$ cat src/rtl/clk_ratio_pkg.sv
package clk_ratio_pkg;
  localparam int FS_W    = 4;
  localparam int DIV_W   = 3;
  localparam int CFG_W   = 8;
  localparam int SRC_BIT = 3;
  localparam int SW_MSB  = 2;
  localparam int SW_LO_H = 6;
  localparam int SW_LO_L = 4;
  localparam int SPR_BIT = 1;
  localparam int TRI_BIT = 0;

  typedef logic [FS_W-1:0]  code_t;
  typedef logic [DIV_W-1:0] div_t;

  function automatic div_t ratio_of(input code_t c, input logic from_sw);
    div_t r;
    case (c)
      4'hF, 4'hE, 4'hD, 4'hA, 4'h7, 4'h6, 4'h5: r = div_t'(2);
      4'h9:                                     r = from_sw ? div_t'(3) : div_t'(2);
      4'hC, 4'hB, 4'h8, 4'h4, 4'h3, 4'h2:       r = div_t'(3);
      default:                                  r = div_t'(4);
    endcase
    return r;
  endfunction
endpackage

$ cat src/rtl/strap_latch.sv
module strap_latch
  import clk_ratio_pkg::*;
#(
  parameter int W = FS_W
) (
  input  logic         clk,
  input  logic         rst,
  input  logic [W-1:0] fs_pin_i,
  input  logic         mode_pin_i,
  output logic [W-1:0] fs_q_o,
  output logic         mode_q_o,
  output logic         cap_o
);
  logic [W-1:0] fs_q;
  logic         mode_q;
  logic         cap_q;

  always_ff @(posedge clk) begin
    if (rst) begin
      fs_q   <= '1;
      mode_q <= 1'b1;
      cap_q  <= 1'b0;
    end else if (!cap_q) begin
      fs_q   <= fs_pin_i;
      mode_q <= mode_pin_i;
      cap_q  <= 1'b1;
    end
  end

  assign fs_q_o   = fs_q;
  assign mode_q_o = mode_q;
  assign cap_o    = cap_q;

  assert_strap_frozen_R1: assert property (@(posedge clk) disable iff (rst)
    (cap_q && $past(cap_q)) |-> ($stable(fs_q) && $stable(mode_q)));

  assert_capture_sample_R2: assert property (@(posedge clk) disable iff (rst)
    $rose(cap_q) |-> (fs_q == $past(fs_pin_i)));
endmodule

$ cat src/rtl/code_mux.sv
module code_mux
  import clk_ratio_pkg::*;
(
  input  logic             clk,
  input  logic             rst,
  input  code_t            fs_i,
  input  logic [CFG_W-1:0] cfg_i,
  output div_t             tgt_div_o,
  output code_t            code_o,
  output logic             spread_o,
  output logic             tri_o
);
  logic  use_sw;
  code_t sw_code;
  code_t act_code;
  code_t code_q;
  logic  spr_q;
  logic  tri_q;

  assign use_sw    = cfg_i[SRC_BIT];
  assign sw_code   = {cfg_i[SW_MSB], cfg_i[SW_LO_H:SW_LO_L]};
  assign act_code  = use_sw ? sw_code : fs_i;
  assign tgt_div_o = ratio_of(act_code, use_sw);

  always_ff @(posedge clk) begin
    if (rst) begin
      code_q <= '0;
      spr_q  <= 1'b0;
      tri_q  <= 1'b0;
    end else begin
      code_q <= act_code;
      spr_q  <= cfg_i[SPR_BIT];
      tri_q  <= cfg_i[TRI_BIT];
    end
  end

  assign code_o   = code_q;
  assign spread_o = spr_q;
  assign tri_o    = tri_q;

  assert_tri_follows_R10: assert property (@(posedge clk) disable iff (rst)
    1'b1 |=> (tri_q == $past(cfg_i[TRI_BIT])));

  assert_target_legal_R6: assert property (@(posedge clk) disable iff (rst)
    (tgt_div_o >= div_t'(2)) && (tgt_div_o <= div_t'(4)));
endmodule

$ cat src/rtl/pci_divider.sv
module pci_divider
  import clk_ratio_pkg::*;
(
  input  logic clk,
  input  logic rst,
  input  logic en_i,
  input  div_t tgt_i,
  output div_t div_o,
  output logic pci_o
);
  div_t cnt_q;
  div_t div_q;
  div_t cnt_nx;
  logic run_q;
  logic pci_q;

  assign cnt_nx = cnt_q + div_t'(1);

  always_ff @(posedge clk) begin
    if (rst) begin
      run_q <= 1'b0;
      cnt_q <= '0;
      div_q <= div_t'(2);
      pci_q <= 1'b0;
    end else if (!run_q) begin
      if (en_i) begin
        run_q <= 1'b1;
        div_q <= tgt_i;
        cnt_q <= '0;
        pci_q <= 1'b1;
      end
    end else if (cnt_nx == div_q) begin
      cnt_q <= '0;
      div_q <= tgt_i;
      pci_q <= 1'b1;
    end else begin
      cnt_q <= cnt_nx;
      pci_q <= (cnt_nx < (div_q >> 1));
    end
  end

  assign div_o = div_q;
  assign pci_o = pci_q;

  assert_switch_at_wrap_R9: assert property (@(posedge clk) disable iff (rst)
    (run_q && $past(run_q) && (div_q != $past(div_q)))
      |-> ($past(cnt_q) == $past(div_q) - div_t'(1)));

  assert_rise_aligned_R8: assert property (@(posedge clk) disable iff (rst)
    $rose(pci_q) |-> (cnt_q == '0));

  assert_ratio_legal_R6: assert property (@(posedge clk) disable iff (rst)
    run_q |-> ((div_q >= div_t'(2)) && (div_q <= div_t'(4))));
endmodule

$ cat src/rtl/clk_ratio_sel.sv
module clk_ratio_sel
  import clk_ratio_pkg::*;
(
  input  logic             clk,
  input  logic             rst,
  input  logic [FS_W-1:0]  strap_fs_i,
  input  logic             strap_mode_i,
  input  logic [CFG_W-1:0] cfg_i,
  output logic             pci_clk_o,
  output logic [DIV_W-1:0] ratio_o,
  output logic [FS_W-1:0]  code_o,
  output logic [FS_W-1:0]  fs_inv_o,
  output logic             mode_o,
  output logic             fs_pin_oe_o,
  output logic             ref_oe_o,
  output logic             stop_in_en_o,
  output logic             spread_o,
  output logic             tristate_o
);
  code_t fs_q;
  logic  mode_q;
  logic  cap;
  div_t  tgt_div;
  logic  tri_q;

  strap_latch #(.W(FS_W)) u_strap (
    .clk(clk), .rst(rst), .fs_pin_i(strap_fs_i), .mode_pin_i(strap_mode_i),
    .fs_q_o(fs_q), .mode_q_o(mode_q), .cap_o(cap)
  );

  code_mux u_mux (
    .clk(clk), .rst(rst), .fs_i(fs_q), .cfg_i(cfg_i),
    .tgt_div_o(tgt_div), .code_o(code_o), .spread_o(spread_o), .tri_o(tri_q)
  );

  pci_divider u_div (
    .clk(clk), .rst(rst), .en_i(cap), .tgt_i(tgt_div),
    .div_o(ratio_o), .pci_o(pci_clk_o)
  );

  assign tristate_o   = tri_q;
  assign fs_inv_o     = ~fs_q;
  assign mode_o       = mode_q;
  assign fs_pin_oe_o  = cap & ~tri_q;
  assign ref_oe_o     = cap & mode_q & ~tri_q;
  assign stop_in_en_o = cap & ~mode_q;

  assert_shared_pin_excl_R4: assert property (@(posedge clk) disable iff (rst)
    !(ref_oe_o && stop_in_en_o));
endmodule

$ cat config.mk
export PLATFORM = sky130hd
export DESIGN_NAME = clk_ratio_sel
export DESIGN_NICKNAME = d
export VERILOG_FILES = /design/src/rtl/clk_ratio_pkg.sv /design/src/rtl/strap_latch.sv /design/src/rtl/code_mux.sv /design/src/rtl/pci_divider.sv /design/src/rtl/clk_ratio_sel.sv
export SDC_FILE = /design/constraint.sdc
export NUM_CORES = 1
export LEC_CHECK = 0
export BUFFER_PORTS_ARGS = -buffer_cell sky130_fd_sc_hd__buf_4
export CAP_MARGIN = 25
export CORE_MARGIN = 2
export CORE_UTILIZATION = 40
export DETAILED_ROUTE_END_ITERATION = 10
export PLACE_DENSITY = 0.72
export SLEW_MARGIN = 20
export SYNTH_ARGS = -nofsm -noshare
export SYNTH_HDL_FRONTEND = slang
export SYNTH_SLANG_ARGS = --single-unit
$ cat constraint.sdc
create_clock -name clk -period 2.5 [get_ports clk]
set_input_delay 0.25 -clock clk [delete_from_list [all_inputs] [get_ports clk]]
set_output_delay 0.25 -clock clk [all_outputs]
set_load 0.1 [all_outputs]
==> results.sh <==
export IMPL_syn_avg_cell_area_um2=9.42
export IMPL_die_height_um=51.6
export IMPL_gp_congestion=0.888
export IMPL_synthesized_flop_and_latch_total=20
export IMPL_dr_total_vias=763
export IMPL_synth_seq_area_share_pct=44.3
export IMPL_tightest_slew_ps=456
export IMPL_layout_cells_most_common="sky130_fd_sc_hd__buf_4"
export IMPL_drt_vias_per_instance=4.92
export IMPL_switching_share_pct=36.8
export IMPL_drv_cap=0
export IMPL_hpwlAfterDp_um=1360
export IMPL_hold_viol=0
export IMPL_reg2reg_setup_slack_ps=620
export IMPL_worst_clock_skew_ps=7.48
export IMPL_run_status="completed"
export IMPL_drt_wirelength_per_cell_um=11.5
export IMPL_whs_endpoint="u_strap.fs_q_o[1]$_SDFFE_PP1N_"
export IMPL_timing_slew_headroom_pct=69.5
export IMPL_slew_violations=0
export IMPL_synth_top_area_share_pct=44.3
export IMPL_die_width_um=51.6
export IMPL_grt_max_degree=15
export IMPL_worst_r2r_endpoint="u_div.div_o[1]$_SDFFE_PP1P_"
export IMPL_worst_hold_startpoint="strap_fs_i[1]"
export IMPL_ir_drop_mv=0.540
export IMPL_fin_total_pwr_w=0.000783
export IMPL_cts_h_tree_lvls=1
export IMPL_yosysTopAreaCell="sky130_fd_sc_hd__dfxtp_1"
export IMPL_drt_wl_total_um=1780
export IMPL_mappedNetlistArea_um2=905
export IMPL_maxClockFrequency_ghz=0.533
export IMPL_final_cell_mix="31 x sky130_fd_sc_hd__buf_4, 20 x sky130_fd_sc_hd__dfxtp_1, 9 x sky130_fd_sc_hd__nor2_1, 9 x sky130_fd_sc_hd__nand2_1, 8 x sky130_fd_sc_hd__mux2i_1"
export IMPL_insertion_delay_ps=300
export IMPL_drtIter0Drc=13
export IMPL_post_route_drc_count=0
export IMPL_arrival_ps=2090
export IMPL_syn2layout_area_growth_pct=32.8
export IMPL_num_antenna_cells=0
export IMPL_power_leakage_nw=0.579
export IMPL_power_frac_comb_pct=31.1
export IMPL_globalRouteOverflowTotal=0
export IMPL_cp_max_fo=6
export IMPL_holdWs_ps=147
export IMPL_io_pins=33
export IMPL_track_usage_pct=16.0
export IMPL_clock_power_share_pct=23.5
export IMPL_postLayoutCellArea_um2=1200
export IMPL_design_final_nets=145
export IMPL_filler_cell_count=218
export IMPL_port_buffers=31
export IMPL_cts_max_path_buffers=2
export IMPL_seq_power_share_pct=45.4
export IMPL_regToRegStartpoint="u_div.cnt_q[0]$_SDFFE_PP0P_"
export IMPL_antenna_violating_nets_post_route=0
export IMPL_grt_pass1_wl_um=3220
export IMPL_crit_path_start_kind="flop"
export IMPL_floorplan_die_area_um2=2660
export IMPL_worst_r2r_cell_count=5
export IMPL_critical_path_startpoint="u_div.cnt_q[0]$_SDFFE_PP0P_"
export IMPL_ys_warn_count=0
export IMPL_cts_sink_count=20
export IMPL_core_rowCount=17
export IMPL_clock_tree_root_cell="sky130_fd_sc_hd__clkbuf_4"
export IMPL_final_core_utilization_pct=55.4
export IMPL_post_cts_resized=0
export IMPL_cts_inserted_buffers=3
export IMPL_post_cts_setup_buffer_count=0
export IMPL_worstPathRequired_ps=2710
export IMPL_finalCritPeriodShare_pct=75.0
export IMPL_rsz0062_at_grt="no"
export IMPL_drt_first_pass_iters=4
export IMPL_hold_class="in2reg"
export IMPL_timing_setup_tns_ps=0
export IMPL_p_per_area_nw_per_um2=652
export IMPL_p_switching_w=0.000289
export IMPL_first_global_vias=770
export IMPL_cp_endpoint_kind="flop"
export IMPL_syn_num_nets=113
export IMPL_hold_path_cell_count=3
export IMPL_number_of_buffers_added_to_fix_hold_violations_after_cts=0
export IMPL_synthesis_instances=96
export IMPL_setup_violations=0
export IMPL_yosys_top_cells_area="sky130_fd_sc_hd__dfxtp_1 44%, sky130_fd_sc_hd__mux2i_1 8.9%, sky130_fd_sc_hd__nor2b_1 4.1%, sky130_fd_sc_hd__nand2_1 3.7%, sky130_fd_sc_hd__nor2_1 3.7%"
export IMPL_cts_tree="done"
export IMPL_postPlaceCellArea_um2=1160
export IMPL_core_region_area_um2=2170
export IMPL_antenna_found_initial=0
export IMPL_timing_setup_critical_path_class="reg2reg"
export IMPL_layout_min_cycle_time_ps=1880
export IMPL_layout_drive_gt1_share_pct=33.1
export IMPL_netlist_cell_type_count=33
export IMPL_clk_pin_slew_ps=110
export IMPL_floorplan_initialDensity_pct=41.7
export IMPL_p_int_w=0.000495
kinds of logic (layout without fill, tap and decap cells):
| group | after synthesis | after routing | synth area share (%) |
|---|---|---|---|
| adders and majority gates | 2 | 2 | 2.77 |
| buffers and inverters | 11 | 42 | 4.84 |
| and+or+nand+nor | 35 | 35 | 19.5 |
| xor gates and xnor gates | 5 | 5 | 6.36 |
| AOI/OAI and AO/OA | 14 | 14 | 12.2 |
| DFF | 20 | 20 | 44.3 |
| muxes | 9 | 9 | 10.1 |
critical path, cell delays in order (launching register included):
cell and delay [ps]:
sky130_fd_sc_hd__dfxtp_1 440, sky130_fd_sc_hd__ha_1 300, sky130_fd_sc_hd__xnor2_1 250, sky130_fd_sc_hd__a41oi_2 210
sky130_fd_sc_hd__or3_1 430, sky130_fd_sc_hd__a21o_1 160
worst max-delay path by stage:
stage,endpoint,slack (ps),cells after the start
after floorplan,ref_oe_o,90,2
after CTS,u_div.div_o[1]$_SDFFE_PP1P_,630,5
after global routing,u_div.div_o[1]$_SDFFE_PP1P_,480,5
after detailed placement,u_div.div_o[1]$_SDFFE_PP1P_,640,5
after global placement,u_div.div_o[1]$_SDFFE_PP1P_,690,5
final,u_div.div_o[1]$_SDFFE_PP1P_,620,5
cell usage after synthesis:
master and count:
sky130_fd_sc_hd__and3_2 1, sky130_fd_sc_hd__a22oi_1 1, sky130_fd_sc_hd__nor3_1 1, sky130_fd_sc_hd__a41oi_2 1, sky130_fd_sc_hd__o21ai_0 3, sky130_fd_sc_hd__nand3b_1 1
sky130_fd_sc_hd__a21o_1 1, sky130_fd_sc_hd__xnor2_1 2, sky130_fd_sc_hd__a31oi_1 1, sky130_fd_sc_hd__nand2_1 9, sky130_fd_sc_hd__inv_1 7, sky130_fd_sc_hd__or3_1 1
sky130_fd_sc_hd__and2_1 1, sky130_fd_sc_hd__or2_2 2, sky130_fd_sc_hd__a311oi_1 1, sky130_fd_sc_hd__nor2_1 9, sky130_fd_sc_hd__a221oi_1 2, sky130_fd_sc_hd__nor2b_1 6
sky130_fd_sc_hd__and3_1 1, sky130_fd_sc_hd__a2111o_1 1, sky130_fd_sc_hd__a21oi_1 2, sky130_fd_sc_hd__mux2_2 1, sky130_fd_sc_hd__mux2i_1 8, sky130_fd_sc_hd__ha_1 2
sky130_fd_sc_hd__o21ba_1 1, sky130_fd_sc_hd__or2b_1 1, sky130_fd_sc_hd__xor2_1 2, sky130_fd_sc_hd__nand3_1 1, sky130_fd_sc_hd__dfxtp_1 20, sky130_fd_sc_hd__buf_2 2
sky130_fd_sc_hd__clkbuf_1 2, sky130_fd_sc_hd__xnor3_1 1, sky130_fd_sc_hd__nor3b_1 1
state kept, by name, summed over array words and instances, names as in the netlist:
register	cells
u_mux.code_o	4
u_strap.fs_q_o	4
u_div.cnt_q	3
u_div.div_o	3
u_div.pci_o	1
u_div.run_q	1
u_mux.spread_o	1
u_mux.tri_o	1
u_strap.cap_o	1
u_strap.mode_q_o	1
cell type report:
cell class                      instances  area, um2  share of cell area [%]
Timing Repair Buffer                   31        233                    19.4
Inverter                                7       26.3                    2.19
Tap cell                               28       35.0                    2.92
Clock buffer                            4       36.3                    3.02
Sequential cell                        20        400                    33.3
Multi-Input combinational cell         65        470                    39.2
routing by layer:
metal / routed length (um) / track usage (%)
met5: 0 / 0
met4: 25 / 7.89
met3: 105 / 2.87
met2: 844 / 25.9
met1: 805 / 20.6
power groups by stage:
stage	Sequential, W	Combinational [W]	Clock, W
6_report	0.000355	0.000244	0.000184
5_1_grt	0.000359	0.000258	0.000203
3_3_place_gp	0.000362	0.000242	0
2_1_floorplan	0.000438	0.000113	0
3_5_place_dp	0.000363	0.000244	0
4_1_cts	0.000356	0.000245	0.000193
per-stage QoR:
step	cells	worst slack (ps)
floorplan	96	92.0
global placement	151	687
detailed placement	151	642
CTS	155	632
global route	155	485
finish	155	624
Power figures use the tool's default switching activity.
